--- config.mk ---
export PLATFORM = sky130hd
export DESIGN_NAME = eac_lookahead_adder
export DESIGN_NICKNAME = d
export VERILOG_FILES = /design/src/rtl/eac_pkg.sv /design/src/rtl/eac_group_pg.sv /design/src/rtl/eac_carry_ring.sv /design/src/rtl/eac_group_sum.sv /design/src/rtl/eac_lookahead_adder.sv
export SDC_FILE = /design/constraint.sdc
export NUM_CORES = 1
export LEC_CHECK = 0
export BUFFER_PORTS_ARGS = -buffer_cell sky130_fd_sc_hd__buf_2
export CELL_PAD_IN_SITES_DETAIL_PLACEMENT = 0
export CELL_PAD_IN_SITES_GLOBAL_PLACEMENT = 1
export CORE_ASPECT_RATIO = 1.75
export CORE_MARGIN = 3
export CORE_UTILIZATION = 25
export DETAILED_ROUTE_END_ITERATION = 10
export PLACE_DENSITY = 0.68
export SLEW_MARGIN = 20
export SYNTH_ARGS = -nofsm -noshare
export SYNTH_HDL_FRONTEND = slang
export SYNTH_SLANG_ARGS = --single-unit
--- constraint.sdc ---
create_clock -name vclk -period 9.37
set_input_delay 0 -clock vclk [all_inputs]
set_output_delay 0 -clock vclk [all_outputs]
set_load 0.01 [all_outputs]
--- src/rtl/eac_pkg.sv ---
package eac_pkg;
    localparam int MAG_W_DEF = 24;
    localparam int GRP_W_DEF = 4;

    function automatic int ceil_div(input int num, input int den);
        return (num + den - 1) / den;
    endfunction
endpackage

--- src/rtl/eac_group_pg.sv ---
// Bit and group generate/propagate for one lookahead group.
module eac_group_pg #(
    parameter int W = 4
) (
    input  logic [W-1:0] a_bits,
    input  logic [W-1:0] b_bits,
    output logic [W-1:0] bit_p,
    output logic [W-1:0] bit_g,
    output logic         grp_g,
    output logic         grp_p
);
    always_comb begin
        logic term;
        bit_p = a_bits ^ b_bits;
        bit_g = a_bits & b_bits;
        grp_p = &bit_p;
        grp_g = 1'b0;
        for (int m = 0; m < W; m++) begin
            term = bit_g[m];
            for (int u = m + 1; u < W; u++) begin
                term = term & bit_p[u];
            end
            grp_g = grp_g | term;
        end
    end
endmodule

--- src/rtl/eac_carry_ring.sv ---
// Cyclic lookahead: the carry into each group sees the generates of all groups,
// walking downward from the group just below it and wrapping past the top.
module eac_carry_ring #(
    parameter int N = 7
) (
    input  logic [N-1:0] grp_g,
    input  logic [N-1:0] grp_p,
    output logic [N-1:0] grp_cin
);
    always_comb begin
        logic term;
        int   src;
        int   mid;
        for (int k = 0; k < N; k++) begin
            grp_cin[k] = 1'b0;
            for (int j = 1; j <= N; j++) begin
                src  = (k - j + N) % N;
                term = grp_g[src];
                for (int m = 1; m < j; m++) begin
                    mid  = (k - m + N) % N;
                    term = term & grp_p[mid];
                end
                grp_cin[k] = grp_cin[k] | term;
            end
        end
    end
endmodule

--- src/rtl/eac_group_sum.sv ---
// Sum bits of one group, internal carries by lookahead from the group carry-in.
module eac_group_sum #(
    parameter int W = 4
) (
    input  logic [W-1:0] bit_p,
    input  logic [W-1:0] bit_g,
    input  logic         cin,
    output logic [W-1:0] sum
);
    always_comb begin
        logic c;
        logic term;
        for (int i = 0; i < W; i++) begin
            c = cin;
            for (int u = 0; u < i; u++) begin
                c = c & bit_p[u];
            end
            for (int m = 0; m < i; m++) begin
                term = bit_g[m];
                for (int u = m + 1; u < i; u++) begin
                    term = term & bit_p[u];
                end
                c = c | term;
            end
            sum[i] = bit_p[i] ^ c;
        end
    end
endmodule

--- src/rtl/eac_lookahead_adder.sv ---
module eac_lookahead_adder #(
    parameter int MAG_W = eac_pkg::MAG_W_DEF,
    parameter int GRP_W = eac_pkg::GRP_W_DEF
) (
    input  logic [MAG_W-1:0] opa_mag,
    input  logic [MAG_W-1:0] opb_mag,
    input  logic             sub_en,
    output logic [MAG_W-1:0] res_mag,
    output logic             res_neg,
    output logic             res_ovf
);
    localparam int SUM_W = MAG_W + 1;
    localparam int NGRP  = eac_pkg::ceil_div(SUM_W, GRP_W);

    logic [SUM_W-1:0] word_a;
    logic [SUM_W-1:0] word_b;
    logic [SUM_W-1:0] bit_p;
    logic [SUM_W-1:0] bit_g;
    logic [SUM_W-1:0] raw_sum;
    logic [NGRP-1:0]  grp_g;
    logic [NGRP-1:0]  grp_p;
    logic [NGRP-1:0]  grp_cin;

    // Sign extension, then bitwise inversion for subtract.
    assign word_a = {1'b0, opa_mag};
    assign word_b = sub_en ? ~{1'b0, opb_mag} : {1'b0, opb_mag};

    for (genvar k = 0; k < NGRP; k++) begin : g_grp
        localparam int LO  = k * GRP_W;
        localparam int HI  = ((LO + GRP_W) < SUM_W) ? (LO + GRP_W - 1) : (SUM_W - 1);
        localparam int WID = HI - LO + 1;

        eac_group_pg #(.W(WID)) pg_i (
            .a_bits (word_a[HI:LO]),
            .b_bits (word_b[HI:LO]),
            .bit_p  (bit_p[HI:LO]),
            .bit_g  (bit_g[HI:LO]),
            .grp_g  (grp_g[k]),
            .grp_p  (grp_p[k])
        );

        eac_group_sum #(.W(WID)) sum_i (
            .bit_p (bit_p[HI:LO]),
            .bit_g (bit_g[HI:LO]),
            .cin   (grp_cin[k]),
            .sum   (raw_sum[HI:LO])
        );
    end

    eac_carry_ring #(.N(NGRP)) ring_i (
        .grp_g   (grp_g),
        .grp_p   (grp_p),
        .grp_cin (grp_cin)
    );

    // Sign-position stage: overflow for sums, sign and magnitude for differences.
    always_comb begin
        logic neg_zero;
        neg_zero = &raw_sum;
        res_ovf  = raw_sum[SUM_W-1] & ~sub_en;
        res_neg  = raw_sum[SUM_W-1] & sub_en & ~neg_zero;
        if (sub_en && neg_zero) begin
            res_mag = '0;
        end else if (res_neg) begin
            res_mag = ~raw_sum[MAG_W-1:0];
        end else begin
            res_mag = raw_sum[MAG_W-1:0];
        end
    end
endmodule

=== Word level (Yosys, flattened, before mapping) ===
Index checks and enable logic that the tools add are counted.

* Register bits after elaboration: 0
* Output and inout port bits: 26
* Word-level logic and storage cells: 324

* Mux-type cells: 3
* Bitwise gates (word level): 313
* Reduce and logical (&&, ||, !) cells: 8

{| class="wikitable"
|+ Operators with widths
! operator !! count
|-
| 1-bit AND || 183
|-
| 1-bit bitwise OR || 89
|-
| 24-bit two-way mux || 2
|-
| 25-bit two-way mux || 1
|-
| 24-bit inverter with 25-bit output || 1
|-
| 25-bit AND reduction || 1
|-
| 1-bit XOR || 25
|-
| 4-bit AND || 6
|-
| 24-bit inverter || 1
|-
| 4-bit AND reduction || 6
|-
| 4-bit XOR || 6
|-
| 1-bit inverter || 2
|-
| 1-bit logical AND || 1
|}

=== Depth between registers and ports, before layout ===
Gate-level depths: netlist of run 1.

* Depth in word-level cells: 28
* Mapped depth: 18

=== Hierarchy ===
Synthesis of run 1 repeated with hierarchy kept, for this count alone.

* Cell total of the unflattened synthesis: 215
* Area total of the unflattened synthesis: 1762.9 µm²

{| class="wikitable"
|+ By module, submodules not included
! module !! times used !! cells each !! area each (µm²)
|-
| eac_lookahead_adder || 1 || 66 || 650.6
|-
| eac_group_pg (g_grp[0].pg_i ...) || 6 || 9 || 77.6
|-
| eac_group_sum (g_grp[0].sum_i ...) || 6 || 10 || 68.8
|-
| eac_carry_ring || 1 || 31 || 197.7
|-
| eac_group_pg (g_grp[6].pg_i) || 1 || 3 || 27.5
|-
| eac_group_sum (g_grp[6].sum_i) || 1 || 1 || 8.8
|}

=== Least setup slack after synthesis of run 1 ===
OpenSTA, ideal clock, no wires.

* Path kind: input-to-output
* Start: input port sub_en
* End: output port res_mag[12]
* Data arrival time: 4.732 ns
* Required time: 9.370 ns
* Path slack: 4.638 ns
* Stages: 16
* Buffers on the path: 3
* Cell sequence: clkbuf_1 -> buf_1 -> xor2_1 -> ha_1 -> nand4_1 -> or2_2 -> or3_1 -> o311a_1 -> fa_1 -> nor3_1 -> or4bb_1 -> nor3_1 -> and4_1 -> a21oi_1 -> buf_2 -> o31ai_1

* Word-level cells in the longest chain between the ends: 27
* Elaborated cells on any way between the ends: 321
* Those cells by class: 3 x mux; 310 x bitwise; 8 x reduce/logical

{| class="wikitable"
|+ RTL lines
! what !! line !! RTL
|-
| start, declared || eac_lookahead_adder.sv:7 || <nowiki>input logic sub_en,</nowiki>
|-
| 25-bit two-way mux || eac_lookahead_adder.sv:26 || <nowiki>assign word_b = sub_en ? ~{1'b0, opb_mag} : {1'b0, opb_mag};</nowiki>
|-
| 4-bit AND / 4-bit XOR (equally long branches) || eac_group_pg.sv:15, eac_group_pg.sv:14 ||
|-
| 1-bit AND (2 in series) || eac_group_pg.sv:21, eac_group_sum.sv:21 ||
|-
| 1-bit AND || eac_group_pg.sv:21 || <nowiki>term = term & bit_p[u];</nowiki>
|-
| 1-bit bitwise OR (3 in series) || eac_group_pg.sv:23 || <nowiki>grp_g = grp_g | term;</nowiki>
|-
| 1-bit AND (2 in series) || eac_carry_ring.sv:21 || <nowiki>term = term & grp_p[mid];</nowiki>
|-
| 1-bit bitwise OR / 1-bit AND (equally long branches) (4 in series) || eac_carry_ring.sv:23, eac_carry_ring.sv:21 ||
|-
| 1-bit bitwise OR || eac_carry_ring.sv:23 || <nowiki>grp_cin[k] = grp_cin[k] | term;</nowiki>
|-
| 1-bit AND (3 in series) || eac_group_sum.sv:16 || <nowiki>c = c & bit_p[u];</nowiki>
|-
| 1-bit bitwise OR (3 in series) || eac_group_sum.sv:23 || <nowiki>c = c | term;</nowiki>
|-
| 1-bit XOR || eac_group_sum.sv:25 || <nowiki>sum[i] = bit_p[i] ^ c;</nowiki>
|-
| 25-bit AND reduction || eac_lookahead_adder.sv:59 || <nowiki>neg_zero = &raw_sum;</nowiki>
|-
| 1-bit inverter || eac_lookahead_adder.sv:61 || <nowiki>res_neg = raw_sum[SUM_W-1] & sub_en & ~neg_zero;</nowiki>
|-
| 1-bit AND (*) || eac_lookahead_adder.sv:61 ||
|-
| net res_neg || eac_lookahead_adder.sv:9 || <nowiki>output logic res_neg,</nowiki>
|-
| 24-bit two-way mux (*) || eac_lookahead_adder.sv:64 || <nowiki>end else if (res_neg) begin</nowiki>
|-
| 24-bit two-way mux (*) || eac_lookahead_adder.sv:62 || <nowiki>if (sub_en && neg_zero) begin</nowiki>
|-
| end, declared || eac_lookahead_adder.sv:8 || <nowiki>output logic [MAG_W-1:0] res_mag,</nowiki>
|}

Mark *: on every way through the listed nets, which the timed path passes. The rest lies on a longest branch.

=== Final worst setup path of run 1 ===
* Start: input port sub_en
* End: output port res_mag[10]

* Word-level cells in the longest chain between the ends: 27
* Elaborated cells on any way between the ends: 321
* Those cells by class: 3 x mux; 310 x bitwise; 8 x reduce/logical

{| class="wikitable"
|+ RTL lines
! what !! line
|-
| 25-bit two-way mux || eac_lookahead_adder.sv:26
|-
| 4-bit AND / 4-bit XOR (equally long branches) || eac_group_pg.sv:15, eac_group_pg.sv:14
|-
| 1-bit AND (2 in series) || eac_group_pg.sv:21, eac_group_sum.sv:21
|-
| 1-bit AND || eac_group_pg.sv:21
|-
| 1-bit bitwise OR (3 in series) || eac_group_pg.sv:23
|-
| 1-bit AND (2 in series) || eac_carry_ring.sv:21
|-
| 1-bit bitwise OR / 1-bit AND (equally long branches) (4 in series) || eac_carry_ring.sv:23, eac_carry_ring.sv:21
|-
| 1-bit bitwise OR || eac_carry_ring.sv:23
|-
| 1-bit AND (3 in series) || eac_group_sum.sv:16
|-
| 1-bit bitwise OR (3 in series) || eac_group_sum.sv:23
|-
| 1-bit XOR || eac_group_sum.sv:25
|-
| 25-bit AND reduction || eac_lookahead_adder.sv:59
|-
| 1-bit inverter || eac_lookahead_adder.sv:61
|-
| 1-bit AND || eac_lookahead_adder.sv:61
|-
| 24-bit two-way mux || eac_lookahead_adder.sv:64
|-
| 24-bit two-way mux (*) || eac_lookahead_adder.sv:62
|}

Every way passes the cells marked *; elsewhere a longest branch is shown, timed or not.

==> metrics, run 1 <==
NumNets Final=roughly 430; final wirelength=just under 7000 µm; RSZ-0062 raised after global routing=no; total grt overflow=0; Min-Delay Path Class=in2out; total number of vias=2327; # resized after CTS=0; Compound-Gate Fraction of Synth Area=a little under a third; Startpoint Class=input port; synth top area cells=ha_1, xor2_1, fa_1; Post-Synth Simple-Gate Area=about 23%; Seq/Total Area, Yosys=0%; Slew @ Worst Pin=around 0.8 ns; Setup Buffers After CTS=0; diode count=0; mux cell area share after synthesis=0%; status=finished clean; num sequential=0; TritonRoute pass-1 iters=4; crit path kind=in2out; Setup TNS=0 ns; largest net degree at the start of global routing=30; final worst slack=between 3 and 4 ns; Core Box Area=~0.0080 mm²; DRT iter0 DRCs=about 130; Fmax=about 0.18 GHz; # setup viols final=0; synthesized area=around 0.0021 mm²; synth warn=0; DRC Markers=0; period utilization=about three fifths; DR WL/cell=around 16 µm; syn_area_per_cell=~7.6 µm²; Placed Cells=430; first-pass GRT wire length=11000 µm; initial core utilization=between 20% and 30%; critical path arrival=5.57 ns; Req. time, crit path=~9.4 ns; Syn Nets=~360; All-Layer GR Usage=between 10 and 15%; Chip Width=74.7 µm; Pwr Density=about 120 mW/mm²; Area growth syn-to-layout=22.7%; max-cap viol count=0; die area=around 0.0094 mm²; worst rel slew slack=roughly 46%; design area=approximately 0.0025 mm²; Netlist cell types=50; Leak=roughly 0.0012 µW; Die Span Y=~130 µm; post-placement setup slack=3.80 ns; Final Hold Vio Count=0; clk_buf instances=0; I/O Pins=75; layout cell share with drive strength beyond 1=a little over a quarter; WHS Path Cells=5; port buffer count=75; synthesized instance count=between 200 and 300; Peak supply drop=59.5 µV; area leader, netlist=ha_1; row count=between 40 and 50; FF+latch area=0 µm²; Final ANT Viol Nets=0; Period minus WS final=5.57 ns; Synth Area in XOR/XNOR=roughly 16%; vias in the first global route=2343; DR vias/cell=~5.4; post-DP HPWL=~6000 µm; antenna violations before repair=0; post-synth top area share=roughly 19%; GPL Wtd Cong=between 0.9 and 1; final total power=between 300 and 400 µW; Synth Area in Adders=25.2%; non-filler instance count after layout=430; final slew viol count=0; worst-path fanout max=29; main combinational cell family by area after synthesis=compound AO/OA/AOI/OAI gates; crit end category=output port; area of placed instances=0.00253 mm²; hold buffers post-CTS=0
[cell families (layout without fill, tap and decap cells)]
group,count (synthesis),after routing
AO/OA/AOI/OAI,89,89
XOR/XNOR,38,38
adder cells (fa/ha/maj),38,38
buffers and inverters,22,92
AND/OR/NAND/NOR,83,83
[where the power goes]
group | leakage, µW | switching [µW] | internal (µW) | total (µW)
Combinational | 0.00121 | 175 | 129 | 304
Clock | 0 | 0 | 0 | 0
Sequential | 0 | 0 | 0 | 0
[layout by cell type, fill, tap and decap left out, types with 2 or more instances in the layout]
cell,count
nand4_1,7
buf_4,2
nand2_1,24
nor2_1,8
a21o_1,12
or3_1,2
o31ai_2,4
buf_2,75
o31a_1,2
nor4_1,6
o211ai_1,15
inv_1,14
or4_1,2
or4bb_1,2
a21boi_0,3
o21a_1,11
ha_1,32
a21oi_1,16
nor3_1,8
or2_2,5
o21ai_0,5
nand3b_1,4
a31oi_1,2
nor4b_1,3
o21bai_1,2
fa_1,6
xnor2_1,9
o31ai_1,8
xor2_1,29
nand2b_1,4
[synth_stat cells (2+ instances only)]
| library cell | number |
|---|---|
| a21o_1 | 12 |
| nand2_1 | 24 |
| o21bai_1 | 2 |
| or2_2 | 5 |
| o21a_1 | 11 |
| inv_1 | 14 |
| nor4b_1 | 3 |
| clkbuf_1 | 3 |
| or4_1 | 2 |
| nand3b_1 | 4 |
| o31ai_1 | 8 |
| o31ai_2 | 4 |
| fa_1 | 6 |
| or4bb_1 | 2 |
| xnor2_1 | 9 |
| o21ai_0 | 5 |
| xor2_1 | 29 |
| nor2_1 | 8 |
| or3_1 | 2 |
| buf_1 | 2 |
| o31a_1 | 2 |
| nand2b_1 | 4 |
| nor4_1 | 6 |
| nor3_1 | 8 |
| ha_1 | 32 |
| nand4_1 | 7 |
| o211ai_1 | 15 |
| a21oi_1 | 16 |
| a31oi_1 | 2 |
| a21boi_0 | 3 |
[worst paths after layout]
path                     from          end  slack [ns]
setup / recovery       sub_en  res_mag[10]        3.80
hold / removal    opa_mag[12]  res_mag[12]        0.62
[layout make-up]
type                            instances  area (µm²)
Timing Repair Buffer                   77         390
Multi-Input combinational cell        248        1970
Inverter                               15        56.3
Tap cell                               90         113
Fill cell                             885        5430
[routing by layer]
metal	routed length, µm	share of wire [%]	vias up	track usage (%)
met4	246	3.6	0	4.40
met1	2510	37	1086	15.7
li1	-	-	1154	-
met3	277	4.0	15	0.639
met2	3810	56	72	28.3
met5	0	0	-	0
[critical path: stages]
cell and delay [ns]:
buf_2 0.61, xor2_1 0.15, ha_1 0.38, a21o_1 0.18, a21o_1 0.17, a21oi_1 0.33
o211ai_1 0.24, a31oi_1 0.45, nand2b_1 0.18, fa_1 0.49, nor4b_1 0.36, or4bb_1 0.51
nor4_1 0.17, nand4_1 0.27, nor3_4 0.69, a21oi_1 0.18, buf_2 0.20
[through the flow]
| step | hold WS, ns | utilization (%) |
|---|---|---|
| finish | 0.615 | 31.8 |
| global route | 0.662 | 31.8 |
| CTS | 0.619 | 31.8 |
| detailed placement | 0.619 | 31.8 |
| global placement | 0.618 | 31.8 |
| floorplan | 0.370 | - |
(Power assumes the default switching activity.)
==> run 2: changes to the inputs <==
Settings changed: PLACE_DENSITY 0.68 to 0.71.
Clock period 9.37 ns to 5.1 ns, I/O delays scaled along.
==> metrics, run 2 (synthesized netlist as in run 1, its figures left out) <==
status=finished clean; Chip Width=74.7 µm; num sequential=0; non-filler instance count after layout=between 400 and 500; GPL Wtd Cong=around 0.99; antenna violations before repair=0; Final ANT Viol Nets=0; initial core utilization=25.9%; Core Box Area=0.00796 mm²; final slew viol count=0; # setup viols final=0; Area growth syn-to-layout=28.5%; Placed Cells=about 430; Pwr Density=between 200 and 250 mW/mm²; Period minus WS final=about 4.8 ns; leading cell type in the layout, fill and taps excluded=buf_2; vias in the first global route=~2300; Min-Delay Path Class=in2out; DR WL/cell=15.8 µm; design area=roughly 0.0027 mm²; DR vias/cell=5.32; Req. time, crit path=5.10 ns; Largest delay share family, worst path=compound AO/OA/AOI/OAI gates; die area=around 0.0094 mm²; largest net degree at the start of global routing=30; worst rel slew slack=approximately 63%; worst-path fanout max=29; Final Hold Vio Count=0; area of placed instances=0.00259 mm²; crit end category=output port; post-DP HPWL=roughly 6000 µm; layout cell share with drive strength beyond 1=30.5%; I/O Pins=75; final worst slack=about 0.32 ns; CP Buf/Inv Count=4; Startpoint Class=input port; max-cap viol count=0; crit path kind=in2out; diode count=0; All-Layer GR Usage=between 10% and 20%; final total power=around 580 µW; clk_buf instances=0; Die Span Y=126 µm; first-pass GRT wire length=11100 µm; post-placement setup slack=about 0.0043 ns; Leak=about 0.0013 µW; port buffer count=75; Peak supply drop=between 50 and 60 µV; Fmax=between 0.2 and 0.25 GHz; TritonRoute pass-1 iters=4; Slew @ Worst Pin=roughly 0.55 ns; crit-path cells=buf_2 > buf_12 > xor2_1 > ha_1 > a21o_1 > a21o_1 > a21oi_1 > o211ai_1 > a22oi_1 > o21ai_0 > fa_1 > nor4b_2 > or4bb_1 > nor3_1 > and4_2 > a21oi_2 > buf_4 > o31ai_1 > buf_2; commonest cells after routing, fill and taps aside=buf_2, ha_1, xor2_1, nand2_1, o211ai_1; critical path arrival=approximately 4.8 ns; row count=43; NumNets Final=between 400 and 500; FF+latch area=0 µm²; DRT iter0 DRCs=160; total grt overflow=0; total number of vias=about 2300; Worst path max stage delay=0.64 ns; DRC Markers=0; final wirelength=roughly 7000 µm; cell at the slowest stage of the critical path=fa_1; period utilization=a little over nine tenths
-- run 2: changes by cell type in the layout (fill, tap and decap cells not counted), sizes merged --
cell	delta
buf	+8
-- run 2: path summary, 6_finish.rpt --
| check | start | end | slack, ns | cells after the start |
|---|---|---|---|---|
| min | sub_en | res_mag[19] | 0.64 | 4 |
| max | sub_en | res_mag[0] | 0.32 | 19 |
-- run 2: repair_timing --
action                                  4_1_cts  5_1_grt
resized for setup                             1        9
hold buffers                                  0        0
buffers inserted                              0        4
pin swaps                                     0        2
endpoints found under the setup margin        1       21
-- run 2: area by class of cell --
type / count / area, µm²
fill: 886 / 5310
multi-input combinational: 248 / 2010
timing repair buffer: 85 / 475
tap: 90 / 113
inverter: 15 / 56.3
-- run 2: per-stage QoR --
step | TNS, ns | hold WS (ns) | utilization, %
after floorplan | 0 | 0.370 | -
after global placement | -0.0120 | 0.625 | 32.5
after detailed placement | 0 | 0.619 | 32.5
after CTS | 0 | 0.621 | 32.5
after global routing | -0.00159 | 0.677 | 33.3
final | 0 | 0.635 | 33.3
-- run 2: routing by layer --
layer  track usage, %  vias up  share of wire, %
met5                0        -                 0
met4             3.67        0               2.9
li1                 -     1173                 -
met2             28.7       78                56
met3            0.639       17               4.1
met1             16.2     1064                37
-- run 2: power by group --
group          internal (µW)  total, µW  switching [µW]
sequential                 0          0               0
clock                      0          0               0
combinational            251        578             327
==> run 3: changes to the inputs <==
Settings changed: PLACE_DENSITY 0.71 to default, PLACE_DENSITY_LB_ADDON from default to 0.1, REMOVE_ABC_BUFFERS from default to 1.
==> metrics, run 3 (synthesized netlist as in run 1, its figures left out) <==
status=finished clean; DR vias/cell=approximately 5.1; DRC Markers=0; DRT iter0 DRCs=76; vias in the first global route=2334; Worst path max stage delay=between 0.6 and 0.7 ns; period utilization=93.3%; num sequential=0; Req. time, crit path=5.10 ns; port buffer count=75; Min-Delay Path Class=in2out; total number of vias=between 2000 and 2500; cell at the slowest stage of the critical path=fa_1; worst rel slew slack=around two thirds; # setup viols final=0; GPL Wtd Cong=around 0.84; Die Span Y=126 µm; Core Box Area=0.00796 mm²; crit-path cells=buf_2 > buf_12 > xor2_1 > ha_1 > a21o_1 > a21o_1 > a21oi_1 > o21ai_0 > buf_4 > a22oi_1 > o21ai_0 > fa_1 > nor4b_2 > or4bb_1 > nor4_1 > nand4_1 > o21ai_1 > o211ai_1 > buf_2; final slew viol count=0; Leak=0.00127 µW; Startpoint Class=input port; Final ANT Viol Nets=0; crit end category=output port; initial core utilization=25.9%; row count=43; I/O Pins=75; Setup TNS=0 ns; clk_buf instances=0; commonest cells after routing, fill and taps aside=buf_2, ha_1, xor2_1, nand2_1, o211ai_1; post-DP HPWL=between 6000 and 7000 µm; layout cell share with drive strength beyond 1=30.2%; antenna violations before repair=0; max-cap viol count=0; first-pass GRT wire length=11300 µm; Fmax=0.210 GHz; Final Util=about a third; All-Layer GR Usage=between 10% and 20%; leading cell type in the layout, fill and taps excluded=buf_2; Final Hold Vio Count=0; critical path arrival=4.76 ns; Largest delay share family, worst path=compound AO/OA/AOI/OAI gates; diode count=0; largest net degree at the start of global routing=22; hold slack=between 0.5 and 0.6 ns; Chip Width=around 75 µm; Pwr Density=217 mW/mm²; CP Buf/Inv Count=4; FF+latch area=0 µm²; TritonRoute pass-1 iters=4; Area growth syn-to-layout=28.7%; RSZ-0062 raised after global routing=no; Slew @ Worst Pin=about 0.49 ns; Peak supply drop=between 80 and 90 µV; total grt overflow=0; DR WL/cell=15.9 µm; NumNets Final=440; Period minus WS final=approximately 4.8 ns; worst-path fanout max=15; die area=0.00942 mm²; final wirelength=about 7000 µm; crit path kind=in2out
[run 3: changes by cell type in the layout (fill, tap and decap cells not counted), sizes merged]
cell / change
buf: +3
[run 3: timing repair]
action | CTS | global route
endpoints found under the setup margin | 0 | 25
hold buffers | 0 | 0
buffers inserted | 0 | 0
resized for setup | 0 | 7
[run 3: cell type report]
class | instances | area (µm²)
fillers | 892 | 5310
inverters | 15 | 56.3
multi-input cells | 248 | 2000
well taps | 90 | 113
repair buffers | 88 | 489
[run 3: where the power goes]
group          switching (µW)  internal (µW)
combinational             323            253
clock                       0              0
sequential                  0              0
[run 3: per-layer routing]
metal / GRT usage [%] / routed length, µm
met5: 0 / 0
met4: 1.26 / 68
met3: 0.639 / 199
met2: 30.3 / 4040
met1: 17.1 / 2720
[run 3: final timing paths]
check,start,endpoint,cells after the start
setup / recovery,sub_en,res_mag[11],19
hold / removal,sub_en,res_mag[19],4
[run 3: per-stage QoR]
stage | cell area, µm² | std cells | total power, µW | worst slack (ns)
CTS | 2630 | 441 | 579 | 0.0173
floorplan | 2030 | 263 | 371 | 1.11
finish | 2660 | 441 | 576 | 0.343
global route | 2660 | 441 | 645 | 0.0458
global placement | 2630 | 441 | 580 | 0.0409
detailed placement | 2630 | 441 | 576 | 0.0190
